### src/rtl/dgi_pkg.sv
package dgi_pkg;
  // budget weight of an instruction: an empty count still occupies a decoder
  function automatic int unsigned eff_uops(input int unsigned u);
    return (u == 0) ? 1 : u;
  endfunction
endpackage

### src/rtl/dgi_slot_bank.sv
module dgi_slot_bank #(
  parameter int SLOTS = 4,
  parameter int UOP_W = 4,
  parameter int TAG_W = 8,
  parameter int SUM_W = 8,
  localparam int DEPTH = 2 * SLOTS,
  localparam int IDX_W = $clog2(DEPTH),
  localparam int LEN_W = $clog2(DEPTH + 1)
) (
  input  logic             clk_i,
  input  logic             rst_ni,
  input  logic             push_i,
  input  logic [TAG_W-1:0] push_tag_i,
  input  logic [UOP_W-1:0] push_uops_i,
  input  logic             pop_i,
  output logic             head_valid_o,
  output logic [TAG_W-1:0] head_tag_o,
  output logic [LEN_W-1:0] used_o,
  output logic [SUM_W-1:0] sum_o,
  output logic [LEN_W-1:0] len_o
);
  logic             vld_q [DEPTH];
  logic [TAG_W-1:0] tag_q [DEPTH];
  logic [UOP_W-1:0] uop_q [DEPTH];
  logic [LEN_W-1:0] len_q;

  logic             vld_n [DEPTH];
  logic [TAG_W-1:0] tag_n [DEPTH];
  logic [UOP_W-1:0] uop_n [DEPTH];
  logic [LEN_W-1:0] len_n;

  logic [IDX_W-1:0] head_idx;
  logic             head_found;

  // oldest valid entry; holes only ever form a prefix
  always_comb begin
    head_idx   = '0;
    head_found = 1'b0;
    for (int i = DEPTH - 1; i >= 0; i--) begin
      if (vld_q[i]) begin
        head_idx   = IDX_W'(i);
        head_found = 1'b1;
      end
    end
  end

  assign head_valid_o = head_found;
  assign head_tag_o   = tag_q[head_idx];
  assign len_o        = len_q;

  always_comb begin
    used_o = '0;
    sum_o  = '0;
    for (int i = 0; i < DEPTH; i++) begin
      if (vld_q[i]) begin
        used_o = used_o + LEN_W'(1);
        sum_o  = sum_o + SUM_W'(dgi_pkg::eff_uops(32'(uop_q[i])));
      end
    end
  end

  logic             v1 [DEPTH];
  logic [LEN_W-1:0] len1, lead1, sh;
  logic [LEN_W:0]   lead2x;

  always_comb begin
    for (int i = 0; i < DEPTH; i++) v1[i] = vld_q[i];
    if (pop_i) v1[head_idx] = 1'b0;
    // trim released entries at the tail
    len1 = '0;
    for (int i = 0; i < DEPTH; i++) if (v1[i]) len1 = LEN_W'(i + 1);
    lead1 = len1;
    for (int i = DEPTH - 1; i >= 0; i--) if (v1[i]) lead1 = LEN_W'(i);
    // compact the leading holes only once they are at least half the list
    lead2x = {lead1, 1'b0};
    sh     = (lead2x >= {1'b0, len1}) ? lead1 : '0;
    for (int i = 0; i < DEPTH; i++) begin
      vld_n[i] = 1'b0;
      tag_n[i] = tag_q[i];
      uop_n[i] = uop_q[i];
      if (i + int'(sh) < DEPTH) begin
        vld_n[i] = v1[i + int'(sh)];
        tag_n[i] = tag_q[i + int'(sh)];
        uop_n[i] = uop_q[i + int'(sh)];
      end
    end
    len_n = len1 - sh;
    if (push_i && (int'(len_n) < DEPTH)) begin
      vld_n[IDX_W'(len_n)] = 1'b1;
      tag_n[IDX_W'(len_n)] = push_tag_i;
      uop_n[IDX_W'(len_n)] = push_uops_i;
      len_n = len_n + LEN_W'(1);
    end
  end

  for (genvar g = 0; g < DEPTH; g++) begin : g_ent
    always_ff @(posedge clk_i or negedge rst_ni) begin
      if (!rst_ni) begin
        vld_q[g] <= 1'b0;
        tag_q[g] <= '0;
        uop_q[g] <= '0;
      end else begin
        vld_q[g] <= vld_n[g];
        tag_q[g] <= tag_n[g];
        uop_q[g] <= uop_n[g];
      end
    end
  end

  always_ff @(posedge clk_i or negedge rst_ni) begin
    if (!rst_ni) len_q <= '0;
    else         len_q <= len_n;
  end
endmodule

### src/rtl/dgi_mc_seq.sv
module dgi_mc_seq #(
  parameter int UOP_W = 4,
  parameter int TAG_W = 8,
  parameter int RATE  = 2
) (
  input  logic             clk_i,
  input  logic             rst_ni,
  input  logic             start_i,
  input  logic [TAG_W-1:0] start_tag_i,
  input  logic [UOP_W-1:0] start_uops_i,
  input  logic             adv_i,
  output logic             active_o,
  output logic [TAG_W-1:0] tag_o,
  output logic             last_o
);
  logic             act_q;
  logic [UOP_W-1:0] left_q;
  logic [TAG_W-1:0] tag_q;

  assign active_o = act_q;
  assign tag_o    = tag_q;
  assign last_o   = (left_q <= UOP_W'(RATE));

  always_ff @(posedge clk_i or negedge rst_ni) begin
    if (!rst_ni) begin
      act_q  <= 1'b0;
      left_q <= '0;
      tag_q  <= '0;
    end else if (start_i) begin
      act_q  <= 1'b1;
      left_q <= start_uops_i;
      tag_q  <= start_tag_i;
    end else if (act_q && adv_i) begin
      if (last_o) act_q <= 1'b0;
      else        left_q <= left_q - UOP_W'(RATE);
    end
  end
endmodule

### src/rtl/decode_group_issue.sv
module decode_group_issue #(
  parameter int TAG_W      = 8,
  parameter int UOP_W      = 4,
  parameter int SLOTS      = 4,
  parameter int UOP_BUDGET = 4,
  parameter int MC_THRESH  = 2,
  parameter int MC_RATE    = 2
) (
  input  logic             clk_i,
  input  logic             rst_ni,
  input  logic             in_valid_i,
  output logic             in_ready_o,
  input  logic [TAG_W-1:0] in_tag_i,
  input  logic [UOP_W-1:0] in_uops_i,
  output logic             out_valid_o,
  input  logic             out_ready_i,
  output logic [TAG_W-1:0] out_tag_o,
  output logic             out_mc_o,
  output logic             out_last_o,
  output logic             busy_o
);
  localparam int DEPTH = 2 * SLOTS;
  localparam int LEN_W = $clog2(DEPTH + 1);
  localparam int SUM_W = UOP_W + $clog2(DEPTH + 1) + 1;

  logic             head_valid, mc_act, mc_last;
  logic [TAG_W-1:0] head_tag, mc_tag;
  logic [LEN_W-1:0] used_cnt, bank_len;
  logic [SUM_W-1:0] uop_sum, in_eff;
  logic             in_is_mc, plain_ok, mc_ok, fire, push, start, pop, adv;

  assign in_is_mc = in_uops_i > UOP_W'(MC_THRESH);
  assign in_eff   = SUM_W'(dgi_pkg::eff_uops(32'(in_uops_i)));
  assign busy_o   = mc_act | (used_cnt != '0);

  assign plain_ok   = !mc_act && (used_cnt < LEN_W'(SLOTS))
                      && ((uop_sum + in_eff) <= SUM_W'(UOP_BUDGET));
  assign mc_ok      = !busy_o;
  assign in_ready_o = in_is_mc ? mc_ok : plain_ok;

  assign fire  = in_valid_i & in_ready_o;
  assign push  = fire & ~in_is_mc;
  assign start = fire & in_is_mc;
  assign pop   = head_valid & out_ready_i & ~mc_act;
  assign adv   = mc_act & out_ready_i;

  dgi_slot_bank #(
    .SLOTS(SLOTS), .UOP_W(UOP_W), .TAG_W(TAG_W), .SUM_W(SUM_W)
  ) u_bank (
    .clk_i       (clk_i),
    .rst_ni      (rst_ni),
    .push_i      (push),
    .push_tag_i  (in_tag_i),
    .push_uops_i (in_uops_i),
    .pop_i       (pop),
    .head_valid_o(head_valid),
    .head_tag_o  (head_tag),
    .used_o      (used_cnt),
    .sum_o       (uop_sum),
    .len_o       (bank_len)
  );

  dgi_mc_seq #(
    .UOP_W(UOP_W), .TAG_W(TAG_W), .RATE(MC_RATE)
  ) u_seq (
    .clk_i       (clk_i),
    .rst_ni      (rst_ni),
    .start_i     (start),
    .start_tag_i (in_tag_i),
    .start_uops_i(in_uops_i),
    .adv_i       (adv),
    .active_o    (mc_act),
    .tag_o       (mc_tag),
    .last_o      (mc_last)
  );

  assign out_valid_o = mc_act | head_valid;
  assign out_mc_o    = mc_act;
  assign out_tag_o   = mc_act ? mc_tag : head_tag;
  assign out_last_o  = mc_act ? mc_last : 1'b1;
endmodule

### config.mk
export PLATFORM = sky130hd
export DESIGN_NAME = decode_group_issue
export DESIGN_NICKNAME = d
export VERILOG_FILES = /design/src/rtl/dgi_pkg.sv /design/src/rtl/dgi_slot_bank.sv /design/src/rtl/dgi_mc_seq.sv /design/src/rtl/decode_group_issue.sv
export SDC_FILE = /design/constraint.sdc
export NUM_CORES = 1
export LEC_CHECK = 0
export ABC_CLOCK_PERIOD_IN_PS = 24400
export BUFFER_PORTS_ARGS = -buffer_cell sky130_fd_sc_hd__clkbuf_2
export CAP_MARGIN = 15
export CELL_PAD_IN_SITES_DETAIL_PLACEMENT = 0
export CELL_PAD_IN_SITES_GLOBAL_PLACEMENT = 1
export CORE_MARGIN = 3
export CORE_UTILIZATION = 45
export CTS_CLUSTER_DIAMETER = 40
export DETAILED_ROUTE_END_ITERATION = 8
export PLACE_DENSITY_LB_ADDON = 0.1
export SLEW_MARGIN = 0
export SYNTH_ARGS = -nofsm -noshare
export SYNTH_HDL_FRONTEND = slang
export SYNTH_SLANG_ARGS = --single-unit
### constraint.sdc
create_clock -name clk_i -period 24.4 [get_ports clk_i]
set_input_delay 4.88 -clock clk_i [delete_from_list [all_inputs] [get_ports clk_i]]
set_output_delay 4.88 -clock clk_i [all_outputs]
set_load 0.005 [all_outputs]
==> results.toml, run 1 <==
[critical_path]
worst_setup_path_end_kind = "output pin"
path_class = "reg -> out"
r2r_start = "u_bank.vld_q[7]"
critPathMaxStageDelay_ns = 0.58
critical_path_required_ns = 19.52
timing.critical_path.max_delay_family = "adder cells"
worstRegToRegCells = 38
setup.reg_to_reg.worst_slack_ns = 14.13
critical_path_buf_inv_count = 2
path_common_cell = "ha_1"
crit_path_max_fanout = 16
critical_path_startpoint_category = "flop"
timing.critical_path.slowest_stage_cell = "dfrtp_1"
worst_r2r_endpoint = "u_bank.tag_q[17]"
worstPathArrival_ns = 9.42

[yosys]
avgSynthCellArea_sq_um = 9.33
ys_warn_count = 0
ys_async_sr_fraction_pct = 100
synth.yosys.seq_area_share_pct = 21.4
synth_enable_flop_cells = 0
synth-seq-cells = 117
syn-cell-area_sq_um = 13700
netlist-cell-type-count = 82
synth_nets = 1544
dominant_register_cell_in_the_synthesized_netlist = "dfrtp_1"
synth_cells = 1469

[detailed_routing]
drt_pre_antenna_iters = 5
detail_route.iter0.violations = 835
detail-route-antenna-nets = 0
drt_drc_violations_left = 0
routed-via-count = 11400
routedWlPerCell_um = 23.7
number_of_vias_per_cell_after_detailed_routing = 6.29
route.final.wire_length_um = 43100

[clock_tree]
deepest_clock_path_buffer_count = 2
cts.repair_timing.setup_buffer_count = 0
cts_repair_resize_count = 0
clock_tree.htree_level_count = 4
clock_tree.root_cell = "clkbuf_16"
cts_tree = "yes"
cts_buffers = 17
total_clock_sinks = 117
clk_pin_slew_ns = 0.06
cts_hold_buf = 0
clock_insertion_delay_worst_skew_ns = 0.43

[worst_hold_path]
timing.hold.worst_endpoint = "u_seq.tag_o[4]"
worstHoldPathType = "reg -> reg"
min_from = "u_seq.tag_o[4]"
holdPathStages = 2

[global_route]
pin_count_of_the_biggest_net_entering_global_routing = 61
first_global_vias = 11400
grt_antenna_before_repair = 0
grt_remaining_overflow = 0
track_usage_pct = 26.2
grt_first_pass_wirelength_um = 67600

[floorplanning]
fp.dieW_um = 181
num_rows = 63
ioPinCount = 29
fp.dieH_um = 181
start_util_pct = 46.0
die_area_sq_um = 32600
coreArea_sq_um = 29800

[placement]
detailed_place_hpwl_um = 29400
detailed_place.area_sq_um = 14000
gp_congestion = 0.832
port_buffers = 28

[timing]
final_period_minus_worst_setup_slack_ns = 14.30
timing.final.setup_violations = 0
max-slew-margin-rel_pct = 17.3
timing.final.crit_share_pct = 58.6
clock_skew_ns = 0.0141
number_of_max_slew_violations_in_the_final_report = 0
fin_tns_setup_ns = 0
grt_setup_unrepaired = "no"
max_clock_freq_mhz = 69.9
worst-slew-pin-transition_ns = 1.24
hold_viol = 0

[cells_and_area]
layout.cells.most_common_list = "mux2i_1 (219), nand2_1 (118), dfrtp_1 (117)"
finalNetCount = 1489
antenna_diode_count = 0
finish.instance_area_sq_um = 14600
layout.core_utilization_pct = 49.0
drive_gt1_share_pct = 18.9
areaGrowthSynthToFinish_pct = 6.59
filler_cell_count = 2833
layout.cells.most_common = "mux2i_1"

[status]
run_status = "completed"

[run]
max-cap-violations = 0
tightest hold or removal path: stages, from the launching register on:
cell,delay [ns]
dfrtp_1,0.32
inv_1,0.04
o21ai_0,0.14
cell usage after synthesis (11+ instances only):
cell type  number  share of area [%]
nand2_1       119                3.3
xnor2_1        30                1.9
buf_1          20               0.55
buf_2          31                1.1
mux2i_1       219                 16
a21o_1         11               0.60
mux2_1         30                2.5
mux2_2         49                4.0
ha_1           51                4.7
and2_1         12               0.55
o21ai_0        61                2.2
dfrtp_1       117                 21
inv_1          66                1.8
mux4_2         63                 10
nor3_1         28                1.0
a21oi_1        82                3.0
nor2_1         86                2.4
xor2_1         17                1.1
nand3_1        20               0.73
clkbuf_1       69                1.9
mux2_4         31                3.4
o22ai_1        12               0.55
or2_2          12               0.55
o21a_1         16               0.88
o221ai_1       24                1.5
sequential cells by signal (all words and copies together), names as in the netlist:
name	cells
u_seq.active_o	1
u_seq.tag_o	8
u_bank.vld_q	8
u_seq.left_q	4
u_bank.uop_q	32
u_bank.tag_q	64
worst max-delay path by stage:
stage,from,end,slack (ns),cells after the start
6_report,u_bank.vld_q[7],in_ready_o,10.10,38
2_1_floorplan,u_bank.uop_q[22],in_ready_o,11.77,34
4_1_cts,u_bank.vld_q[7],in_ready_o,10.12,38
3_5_place_dp,u_bank.vld_q[7],in_ready_o,10.59,38
3_3_place_gp,u_bank.uop_q[25],in_ready_o,10.85,37
5_1_grt,u_bank.uop_q[25],in_ready_o,9.31,40
cell families after synthesis:
group	Yosys count	share of synthesized area, %
simple gates	358	12.8
xor+xnor	47	3.00
compound gates	299	14.6
mux	392	36.2
flops	117	21.4
buf+inv	197	6.14
fa+ha+maj	59	5.83
routing by layer:
metal	track usage, %	wire, um
met3	2.99	1510
met2	45.6	21500
met5	0	0
met1	34.5	19100
met4	7.92	1060
layout make-up:
type | instances | area (sq um) | area share [%]
well taps | 390 | 488 | 3.34
clock buffers | 17 | 425 | 2.91
multi-input cells | 1155 | 10000 | 68.4
repair buffers | 54 | 345 | 2.36
inverters | 69 | 264 | 1.81
flip-flops and latches | 117 | 2930 | 20.0
clock inverters | 15 | 159 | 1.09
per-stage QoR:
stage | setup WS, ns | hold slack (ns) | cells
2_1_floorplan | 11.77 | 0.482 | 1469
3_3_place_gp | 10.85 | 0.519 | 1784
3_5_place_dp | 10.59 | 0.526 | 1785
4_1_cts | 10.12 | 0.546 | 1817
5_1_grt | 9.31 | 0.572 | 1817
6_report | 10.10 | 0.541 | 1817
Power of run 1 is not shown: default switching activity piles up to over one toggle a cycle in this logic, so the estimate is an artifact.
==> inputs of run 2 (changes only) <==
--- a/config.mk
+++ b/config.mk
@@ -5,7 +5,7 @@
 export SDC_FILE = /design/constraint.sdc
 export NUM_CORES = 1
 export LEC_CHECK = 0
-export ABC_CLOCK_PERIOD_IN_PS = 24400
+export ABC_CLOCK_PERIOD_IN_PS = 14450
 export BUFFER_PORTS_ARGS = -buffer_cell sky130_fd_sc_hd__clkbuf_2
 export CAP_MARGIN = 15
 export CELL_PAD_IN_SITES_DETAIL_PLACEMENT = 0
==> constraint.sdc (replaced) <==
create_clock -name clk_i -period 14.45 [get_ports clk_i]
set_input_delay 2.89 -clock clk_i [delete_from_list [all_inputs] [get_ports clk_i]]
set_output_delay 2.89 -clock clk_i [all_outputs]
set_load 0.005 [all_outputs]
==> run 2 against run 1 <==
  * Sequential share of layout area unchanged
  * Cell count unchanged
  * Critical path depth unchanged
  * Register-to-register slack worse by 10 ns
  * Global-route usage up 0.12 points
==> results.toml, run 2 (same netlist as run 1, synthesis figures left out) <==
[critical_path]
r2r_start = "u_bank.vld_q[7]"
critPathMaxStageDelay_ns = 0.71
critical_path_required_ns = 11.56
path_common_cell = "ha_1"
timing.critical_path.max_delay_family = "compound AO/OA/AOI/OAI gates"
crit_path_max_fanout = 16
path_class = "reg -> out"
timing.critical_path.slowest_stage_cell = "dfrtp_1"
worst_setup_path_end_kind = "output pin"
critical_path_startpoint_category = "flop"
worstPathArrival_ns = 9.54
worstSetupStartpoint = "u_bank.vld_q[7]"
critical_path_buf_inv_count = 2

[timing]
worst-slew-pin-transition_ns = 1.22
clock_skew_ns = 0.0102
grt_setup_unrepaired = "no"
max_clock_freq_mhz = 80.5
hold_slack_ns = 0.536
hold_viol = 0
number_of_max_slew_violations_in_the_final_report = 0
fin_tns_setup_ns = 0
timing.final.crit_share_pct = 86.0
timing.final.setup_violations = 0
final_period_minus_worst_setup_slack_ns = 12.43
max-slew-margin-rel_pct = 18.9

[global_route]
first_global_vias = 11400
grt_first_pass_wirelength_um = 67700
track_usage_pct = 26.4
grt_antenna_before_repair = 0
pin_count_of_the_biggest_net_entering_global_routing = 61
grt_remaining_overflow = 0

[clock_tree]
total_clock_sinks = 117
clock_tree.htree_level_count = 4
clock_tree.root_cell = "clkbuf_16"
deepest_clock_path_buffer_count = 2
cts_buffers = 17
clk_pin_slew_ns = 0.06
cts_hold_buf = 0
cts_repair_resize_count = 0
cts_tree = "yes"
clock_insertion_delay_worst_skew_ns = 0.42
cts.repair_timing.setup_buffer_count = 0

[detailed_routing]
routedWlPerCell_um = 23.8
number_of_vias_per_cell_after_detailed_routing = 6.37
detail-route-antenna-nets = 0
detail_route.iter0.violations = 810
routed-via-count = 11600
drt_drc_violations_left = 0
drt_pre_antenna_iters = 5
route.final.wire_length_um = 43200

[cells_and_area]
largest_register_ffs = 64
antenna_diode_count = 0
layout.cells.most_common_list = "mux2i_1 (219), nand2_1 (118), dfrtp_1 (117)"
finalNonFillerCells = 1817
filler_cell_count = 2834
drive_gt1_share_pct = 18.9
areaGrowthSynthToFinish_pct = 6.59
finalNetCount = 1489
finish.instance_area_sq_um = 14600
registers_with_the_most_flip_flops = "u_bank.tag_q: 64 flops, u_bank.uop_q: 32 flops"
regMostFlops = "u_bank.tag_q"
layout.cells.most_common = "mux2i_1"

[floorplanning]
fp.dieW_um = 181
die_area_sq_um = 32600
start_util_pct = 46.0
coreArea_sq_um = 29800
ioPinCount = 29
fp.dieH_um = 181
num_rows = 63

[placement]
detailed_place_hpwl_um = 29400
detailed_place.area_sq_um = 14000
gp_congestion = 0.818
port_buffers = 28
post-place-cells = 1785

[worst_hold_path]
min_from = "u_seq.tag_o[4]"
worstHoldPathType = "reg -> reg"

[status]
run_status = "completed"

[run]
max-cap-violations = 0
-- run 2: cell counts in the layout (fill, tap and decap cells not counted) --
No cell type changed its count.
-- run 2: final cells by class --
class	instances	area (sq um)	share of cell area, %
Multi-Input combinational cell	1155	10000	68.4
Sequential cell	117	2930	20.0
Tap cell	390	488	3.34
Clock buffer	17	425	2.91
Timing Repair Buffer	54	345	2.36
Inverter	69	264	1.81
Clock inverter	15	159	1.09
-- run 2: routing by layer --
metal	share of wire, %	vias to the layer above	wire (um)	GRT usage [%]
met5	0	-	0	0
met2	49	359	21000	44.5
met3	4.8	90	2070	4.42
li1	-	5350	-	-
met4	3.4	0	1490	9.70
met1	43	5768	18600	34.1
-- run 2: worst paths after layout --
kind / endpoint / slack, ns / depth (start not counted)
setup / recovery: in_ready_o / 2.02 / 38
max in group asynchronous: u_bank.tag_q[42] / 10.56 / 2
min in group asynchronous: u_seq.left_q[3] / 2.55 / 1
hold reg to reg: u_seq.tag_o[4] / 0.54 / 2
hold / removal: u_seq.tag_o[4] / 0.54 / 2
setup reg to reg: u_bank.tag_q[21] / 4.07 / 35
-- run 2: metrics by stage --
step                util (%)  worst slack, ns
floorplan                  -             3.81
global placement        47.0             2.88
detailed placement      47.1             2.59
CTS                     49.0             2.12
global route            49.0             1.29
finish                  49.0             2.02
-- run 2: worst register-to-register path: cells and delay by family (launching register included) --
kind	cells	cell delay [ns]
buf+inv	1	0.08
xor+xnor	6	1.14
compound gates	10	2.56
fa+ha+maj	6	1.86
flops	1	0.71
simple gates	11	3.38
mux	1	0.53
Power of run 2 is left out for the same reason.
